### config.mk
export PLATFORM = sky130hd
export DESIGN_NAME = led_scan_timer
export DESIGN_NICKNAME = d
export VERILOG_FILES = /design/src/rtl/led_scan_pkg.sv /design/src/rtl/scan_tick_source.sv /design/src/rtl/scan_row_sequencer.sv /design/src/rtl/scan_blink_divider.sv /design/src/rtl/led_scan_timer.sv
export SDC_FILE = /design/constraint.sdc
export NUM_CORES = 1
export LEC_CHECK = 0
export ABC_AREA = 1
export BUFFER_PORTS_ARGS = -buffer_cell sky130_fd_sc_hd__clkbuf_2
export CELL_PAD_IN_SITES_DETAIL_PLACEMENT = 0
export CELL_PAD_IN_SITES_GLOBAL_PLACEMENT = 1
export CORE_UTILIZATION = 41
export CTS_CLUSTER_SIZE = 40
export DETAILED_ROUTE_END_ITERATION = 10
export GPL_TIMING_DRIVEN = 0
export PLACE_DENSITY = 0.83
export SLEW_MARGIN = 20
export SYNTH_ARGS = -nofsm -noshare
export SYNTH_HDL_FRONTEND = slang
export SYNTH_SLANG_ARGS = --single-unit
### constraint.sdc
create_clock -name clk -period 2.1 [get_ports clk]
set_clock_uncertainty 0.05 [all_clocks]
set_input_delay 0.315 -clock clk [delete_from_list [all_inputs] [get_ports clk]]
set_output_delay 0.315 -clock clk [all_outputs]
set_load 0.01 [all_outputs]
### src/rtl/led_scan_pkg.sv
`timescale 1ns/1ps
// Shared types and helpers for the row scan timer.
// Assumes the brightness code is a plain 2-bit value from a control register.
package led_scan_pkg;

    typedef enum logic [1:0] {
        BRT_OFF     = 2'b00,
        BRT_QUARTER = 2'b01,
        BRT_HALF    = 2'b10,
        BRT_FULL    = 2'b11
    } bright_e;

    // Number of lit sub-slots for a brightness code.
    function automatic int on_slots(input bright_e code, input int slots);
        int n;
        case (code)
            BRT_OFF:     n = 0;
            BRT_QUARTER: n = slots / 4;
            BRT_HALF:    n = slots / 2;
            default:     n = slots;
        endcase
        return n;
    endfunction

endpackage

### src/rtl/scan_tick_source.sv
`timescale 1ns/1ps
// Picks the scan timebase: an internal clock divider, or the rising edge of
// an external tick line. When the divider is the source, its tick is driven
// out for other units to use.
// Assumes tick_in is already synchronous to clk.
module scan_tick_source #(
    parameter int DIV_CYCLES = 1000
) (
    input  logic clk,
    input  logic rst_n,
    input  logic tick_sel,
    input  logic tick_in,
    output logic tick_out,
    output logic tick_oe,
    output logic step
);
    localparam int DW = (DIV_CYCLES > 1) ? $clog2(DIV_CYCLES) : 1;
    localparam logic [DW-1:0] DIV_LAST = DW'(DIV_CYCLES - 1);

    logic [DW-1:0] div_q;
    logic          int_tick;
    logic          ext_q;
    logic          ext_edge;

    // Terminal count of the divider.
    always_comb int_tick = (div_q == DIV_LAST);

    // Free-running divider, restarted by reset.
    always_ff @(posedge clk) begin
        if (!rst_n)        div_q <= '0;
        else if (int_tick) div_q <= '0;
        else               div_q <= div_q + 1'b1;
    end

    // Previous level of the external tick, for edge detection.
    always_ff @(posedge clk) begin
        if (!rst_n) ext_q <= 1'b0;
        else        ext_q <= tick_in;
    end

    // Rising edge of the external line.
    always_comb ext_edge = tick_in & ~ext_q;

    // Source selection and cascade outputs.
    always_comb begin
        step     = tick_sel ? int_tick : ext_edge;
        tick_out = tick_sel & int_tick;
        tick_oe  = tick_sel;
    end

endmodule

### src/rtl/scan_row_sequencer.sv
`timescale 1ns/1ps
// Steps through row slots. Each slot is one blanking tick followed by
// SUB_SLOTS lit ticks. Decodes the one-hot row drive and both dot gates.
// Assumes step is a single-cycle pulse.
module scan_row_sequencer
    import led_scan_pkg::*;
#(
    parameter int NUM_ROWS  = 7,
    parameter int SUB_SLOTS = 4,
    parameter int RW        = $clog2(NUM_ROWS)
) (
    input  logic                clk,
    input  logic                rst_n,
    input  logic                step,
    input  logic [1:0]          bright,
    output logic [NUM_ROWS-1:0] row_sel,
    output logic [RW-1:0]       row_idx,
    output logic                dot_gate,
    output logic                dot_gate_half
);
    localparam int PW = $clog2(SUB_SLOTS + 1);
    localparam logic [PW-1:0] PH_LAST  = PW'(SUB_SLOTS);
    localparam logic [RW-1:0] ROW_LAST = RW'(NUM_ROWS - 1);

    logic [PW-1:0] phase_q;
    logic [RW-1:0] row_q;
    logic          lit;
    int            sub;

    // Phase and row counters, advanced once per step.
    always_ff @(posedge clk) begin
        if (!rst_n) begin
            phase_q <= '0;
            row_q   <= '0;
        end else if (step) begin
            if (phase_q == PH_LAST) begin
                phase_q <= '0;
                row_q   <= (row_q == ROW_LAST) ? '0 : row_q + 1'b1;
            end else begin
                phase_q <= phase_q + 1'b1;
            end
        end
    end

    // Lit-interval flag and sub-slot index.
    always_comb begin
        lit = (phase_q != '0);
        sub = int'(phase_q) - 1;
    end

    // One-hot row decode, blank during the gap tick.
    for (genvar r = 0; r < NUM_ROWS; r++) begin : g_row
        always_comb row_sel[r] = lit && (row_q == RW'(r));
    end

    // Duty-cycle gates for the coded level and the fixed half level.
    always_comb begin
        dot_gate      = lit && (sub < on_slots(bright_e'(bright), SUB_SLOTS));
        dot_gate_half = lit && (sub < SUB_SLOTS / 2);
        row_idx       = row_q;
    end

endmodule

### src/rtl/scan_blink_divider.sv
`timescale 1ns/1ps
// Counts scan ticks and toggles the shared blink phase every BLINK_TICKS.
// Assumes step is a single-cycle pulse.
module scan_blink_divider #(
    parameter int BLINK_TICKS = 5000
) (
    input  logic clk,
    input  logic rst_n,
    input  logic step,
    output logic blink_phase
);
    localparam int BW = (BLINK_TICKS > 1) ? $clog2(BLINK_TICKS) : 1;
    localparam logic [BW-1:0] CNT_LAST = BW'(BLINK_TICKS - 1);

    logic [BW-1:0] cnt_q;
    logic          ph_q;

    // Tick counter and phase toggle.
    always_ff @(posedge clk) begin
        if (!rst_n) begin
            cnt_q <= '0;
            ph_q  <= 1'b0;
        end else if (step) begin
            if (cnt_q == CNT_LAST) begin
                cnt_q <= '0;
                ph_q  <= ~ph_q;
            end else begin
                cnt_q <= cnt_q + 1'b1;
            end
        end
    end

    // Registered phase out.
    always_comb blink_phase = ph_q;

endmodule

### src/rtl/led_scan_timer.sv
`timescale 1ns/1ps
// Top of the row scan and brightness timer: tick source, row sequencer and
// blink divider. All counters share one synchronous active-low reset, so
// units that share the reset and the tick stay in step.
// Assumes all inputs are synchronous to clk.
module led_scan_timer #(
    parameter int DIV_CYCLES  = 1000,
    parameter int BLINK_TICKS = 5000,
    parameter int NUM_ROWS    = 7,
    parameter int SUB_SLOTS   = 4,
    parameter int RW          = $clog2(NUM_ROWS)
) (
    input  logic                clk,
    input  logic                rst_n,
    input  logic                tick_sel,
    input  logic                tick_in,
    input  logic [1:0]          bright,
    output logic                tick_out,
    output logic                tick_oe,
    output logic [NUM_ROWS-1:0] row_sel,
    output logic [RW-1:0]       row_idx,
    output logic                dot_gate,
    output logic                dot_gate_half,
    output logic                blink_phase
);
    logic step;

    // Timebase selection.
    scan_tick_source #(.DIV_CYCLES(DIV_CYCLES)) u_src (
        .clk(clk), .rst_n(rst_n), .tick_sel(tick_sel), .tick_in(tick_in),
        .tick_out(tick_out), .tick_oe(tick_oe), .step(step)
    );

    // Row and sub-slot timing.
    scan_row_sequencer #(.NUM_ROWS(NUM_ROWS), .SUB_SLOTS(SUB_SLOTS), .RW(RW)) u_seq (
        .clk(clk), .rst_n(rst_n), .step(step), .bright(bright),
        .row_sel(row_sel), .row_idx(row_idx),
        .dot_gate(dot_gate), .dot_gate_half(dot_gate_half)
    );

    // Blink phase.
    scan_blink_divider #(.BLINK_TICKS(BLINK_TICKS)) u_blink (
        .clk(clk), .rst_n(rst_n), .step(step), .blink_phase(blink_phase)
    );

endmodule

==> impl_results.md <==
* Status: finished clean
* Worst Tran Pin Value at around 0.48 ns
* Adder-cell share of the synthesized area at 0.0525
* HP Class: input pin to flip-flop
* Max-slew violations at 0
* Pwr Density at ~530 mW/mm2
* Residual DRC at 0
* Routed Antenna Nets at 0
* Post-DP HPWL at between 3000 and 4000 um
* Synthesized Nets at 306
* Clock slew at reported path FFs at around 0.07 ns
* Die width at roughly 70 um
* Skew-Pair Late Insertion Delay at 0.28 ns
* Max transition margin at 0.679
* Final hold slack at between 0.15 and 0.2 ns
* Final wirelength at between 4000 and 5000 um
* Total power at 1.19 mW
* Nets at 335
* Fillers at 458
* Layout cells sized above 1 at 0.193
* Commonest non-fill, non-tap cells in the layout: nand2_1 (73), inv_1 (40), nor2_1 (33)
* Final setup TNS at 0 ns
* Most common cell after layout, fill and taps aside: nand2_1
* Fmax at just under 500 MHz
* Data required, critical path at roughly 1.7 ns
* Ant diodes at 0
* Routed vias at roughly 1,800
* Crit path DAT at 1.67 ns
* Sink Count at 31
* RSZ-0062 raised after global routing: true
* Inserted Clock Buffers at 5
* Routed length per instance at around 11 um
* First-pass DRT Iterations at 4
* Netlist Area Pre-Place at about 0.0019 mm2
* FF/Latch Area at around 620 um2
* Compound-Gate Fraction of Synth Area at 0.0833
* Vias/cell at ~5
* Final Critical Period at between 2 and 2.5 ns
* First-pass GRT wire length at ~7600 um
* Number of global-route vias before repair at 1,676
* Setup violators final at 0
* Mapped Cells at between 200 and 300
* Main combinational cell family by area after synthesis: simple AND/OR/NAND/NOR gates
* Core Area at between 0.004 and 0.005 mm2
* Clock Tree Buf Depth at 2
* Synth warn at 0
* CTS root buf: clkbuf_8
* Starting DRT DRC Count at ~180
* Area of the multi-input gates at 0.00112 mm2
* Max Cap Viol at 0
* Pleak at slightly below 1 nW
* Placed inst area at about 0.0021 mm2
* Sequential area share after synthesis at 0.325
* CTS tree: yes
* I/O pin cnt at 21
* FP Rows at 24
* Grt ovf at 0
* Number of port buffers at 20
* Initial antenna violation count at 0
* Avg Cell Area, Syn at between 6 and 7 um2
* Synth Register Bits at 31
* Initial core utilization at 0.432
* Critical path class: flip-flop to output port
* Worst setup EP type: output port
* Fin crit share at 0.971
* Post-synthesis mux area share at 0
* Die Ht at roughly 70 um
* Area Overhead vs Synth at 16.9%
* Htree depth at 2
* Gr usage total at 0.192
* Layout Utilization at 0.505
* Peak supply drop at 0.294 mV
* Yosys cell types at 28
* CP startpoint kind: flip-flop
* Largest net degree at the start of global routing at 11
* Synth Area in Simple Gates at 0.412
* Final hold vios at 0
* Final instance area at between 0.002 and 0.0025 mm2
* Crit Path Max Fanout at 4
* Synth Area in XOR/XNOR at 0.0138
* Gp weighted congestion at a little over 0.8
* Die ar. at just under 0.005 mm2
==> layer usage <==
metal / vias to the layer above / share of wire / GRT usage / routed length [um]
met5: - / 0 / 0 / 0
met3: 9 / 0.046 / 0.0447 / 192
met4: 0 / 0.019 / 0.0778 / 78
li1: 985 / - / - / -
met1: 819 / 0.50 / 0.259 / 2110
met2: 32 / 0.43 / 0.293 / 1800
==> final timing paths <==
check | from | end | slack, ns | cells after the start
setup / recovery | u_seq.phase_q[1]$_SDFFE_PN0P_ | dot_gate | 0.06 | 8
setup reg to reg | u_src.div_q[0]$_SDFF_PP0_ | u_seq.row_idx[0]$_SDFFE_PN0P_ | 0.40 | 9
hold reg to reg | u_src.div_q[0]$_SDFF_PP0_ | u_src.div_q[0]$_SDFF_PP0_ | 0.39 | 1
hold / removal | tick_in | u_src.ext_q$_SDFF_PN0_ | 0.18 | 3
==> cells by family (layout without fill, tap and decap cells) <==
family / Yosys count / in the layout
simple gates: 168 / 168
buf+inv: 52 / 82
flops: 31 / 31
compound gates: 30 / 30
fa+ha+maj: 8 / 8
xor+xnor: 3 / 3
==> timing repair <==
action / in CTS / in global routing
pin swaps: 4 / 1
setup endpoints to repair: 2 / 5
setup buffers: 3 / 0
resized for setup: 9 / 7
hold buffers: 0 / 0
==> flip-flops by register name, indices dropped and copies added, names as in the netlist <==
register,count
u_blink.cnt_q,13
u_src.ext_q,1
u_seq.phase_q,3
u_src.div_q,10
u_seq.row_idx,3
u_blink.blink_phase,1
==> area by class of cell <==
type	instances	area share
buffer	6	0.0196
clock buffer	7	0.0342
clock inverter	1	0.00224
inverter	45	0.0769
multi-input combinational	209	0.503
sequential	31	0.279
tap	52	0.0292
timing repair buffer	23	0.0550
==> cell usage after synthesis <==
master	number	share of area
o21bai_1	1	0.0039
nand2_4	1	0.0059
nor2_2	4	0.013
ha_1	8	0.052
clkinv_1	1	0.0020
buf_4	1	0.0039
nand3_2	5	0.026
nor2_4	1	0.0059
nor2_1	34	0.067
xor2_1	3	0.014
a21oi_2	1	0.0046
clkbuf_1	3	0.0059
inv_1	43	0.085
nand2_1	73	0.14
o21ai_1	2	0.0052
a21oi_1	20	0.052
nand4_1	7	0.023
nor3_1	7	0.018
inv_2	1	0.0020
dfxtp_1	31	0.33
nand3b_1	3	0.012
nand4_4	1	0.011
o21ai_0	4	0.010
o22ai_1	2	0.0066
nand3_1	29	0.076
or2_2	3	0.0098
buf_6	2	0.012
buf_2	1	0.0026
==> per-stage QoR <==
stage                     setup WS (ns)  std cells
after floorplan                   0.307        292
after global placement            0.131        364
after detailed placement          0.152        364
after CTS                       0.00130        375
after global routing            -0.0295        374
final                            0.0617        374
==> critical path, cell delays in order (launching register included) <==
cell	delay, ns
dfxtp_2	0.34
inv_2	0.07
ha_4	0.27
inv_2	0.04
ha_4	0.20
a21oi_2	0.11
o21bai_1	0.08
a21oi_1	0.13
buf_2	0.14
==> power by group <==
group	internal [mW]	switching, mW
clock network	0.232	0.224
logic	0.0510	0.0742
registers	0.598	0.00728
No activity file was read; power rests on OpenSTA's default activity.
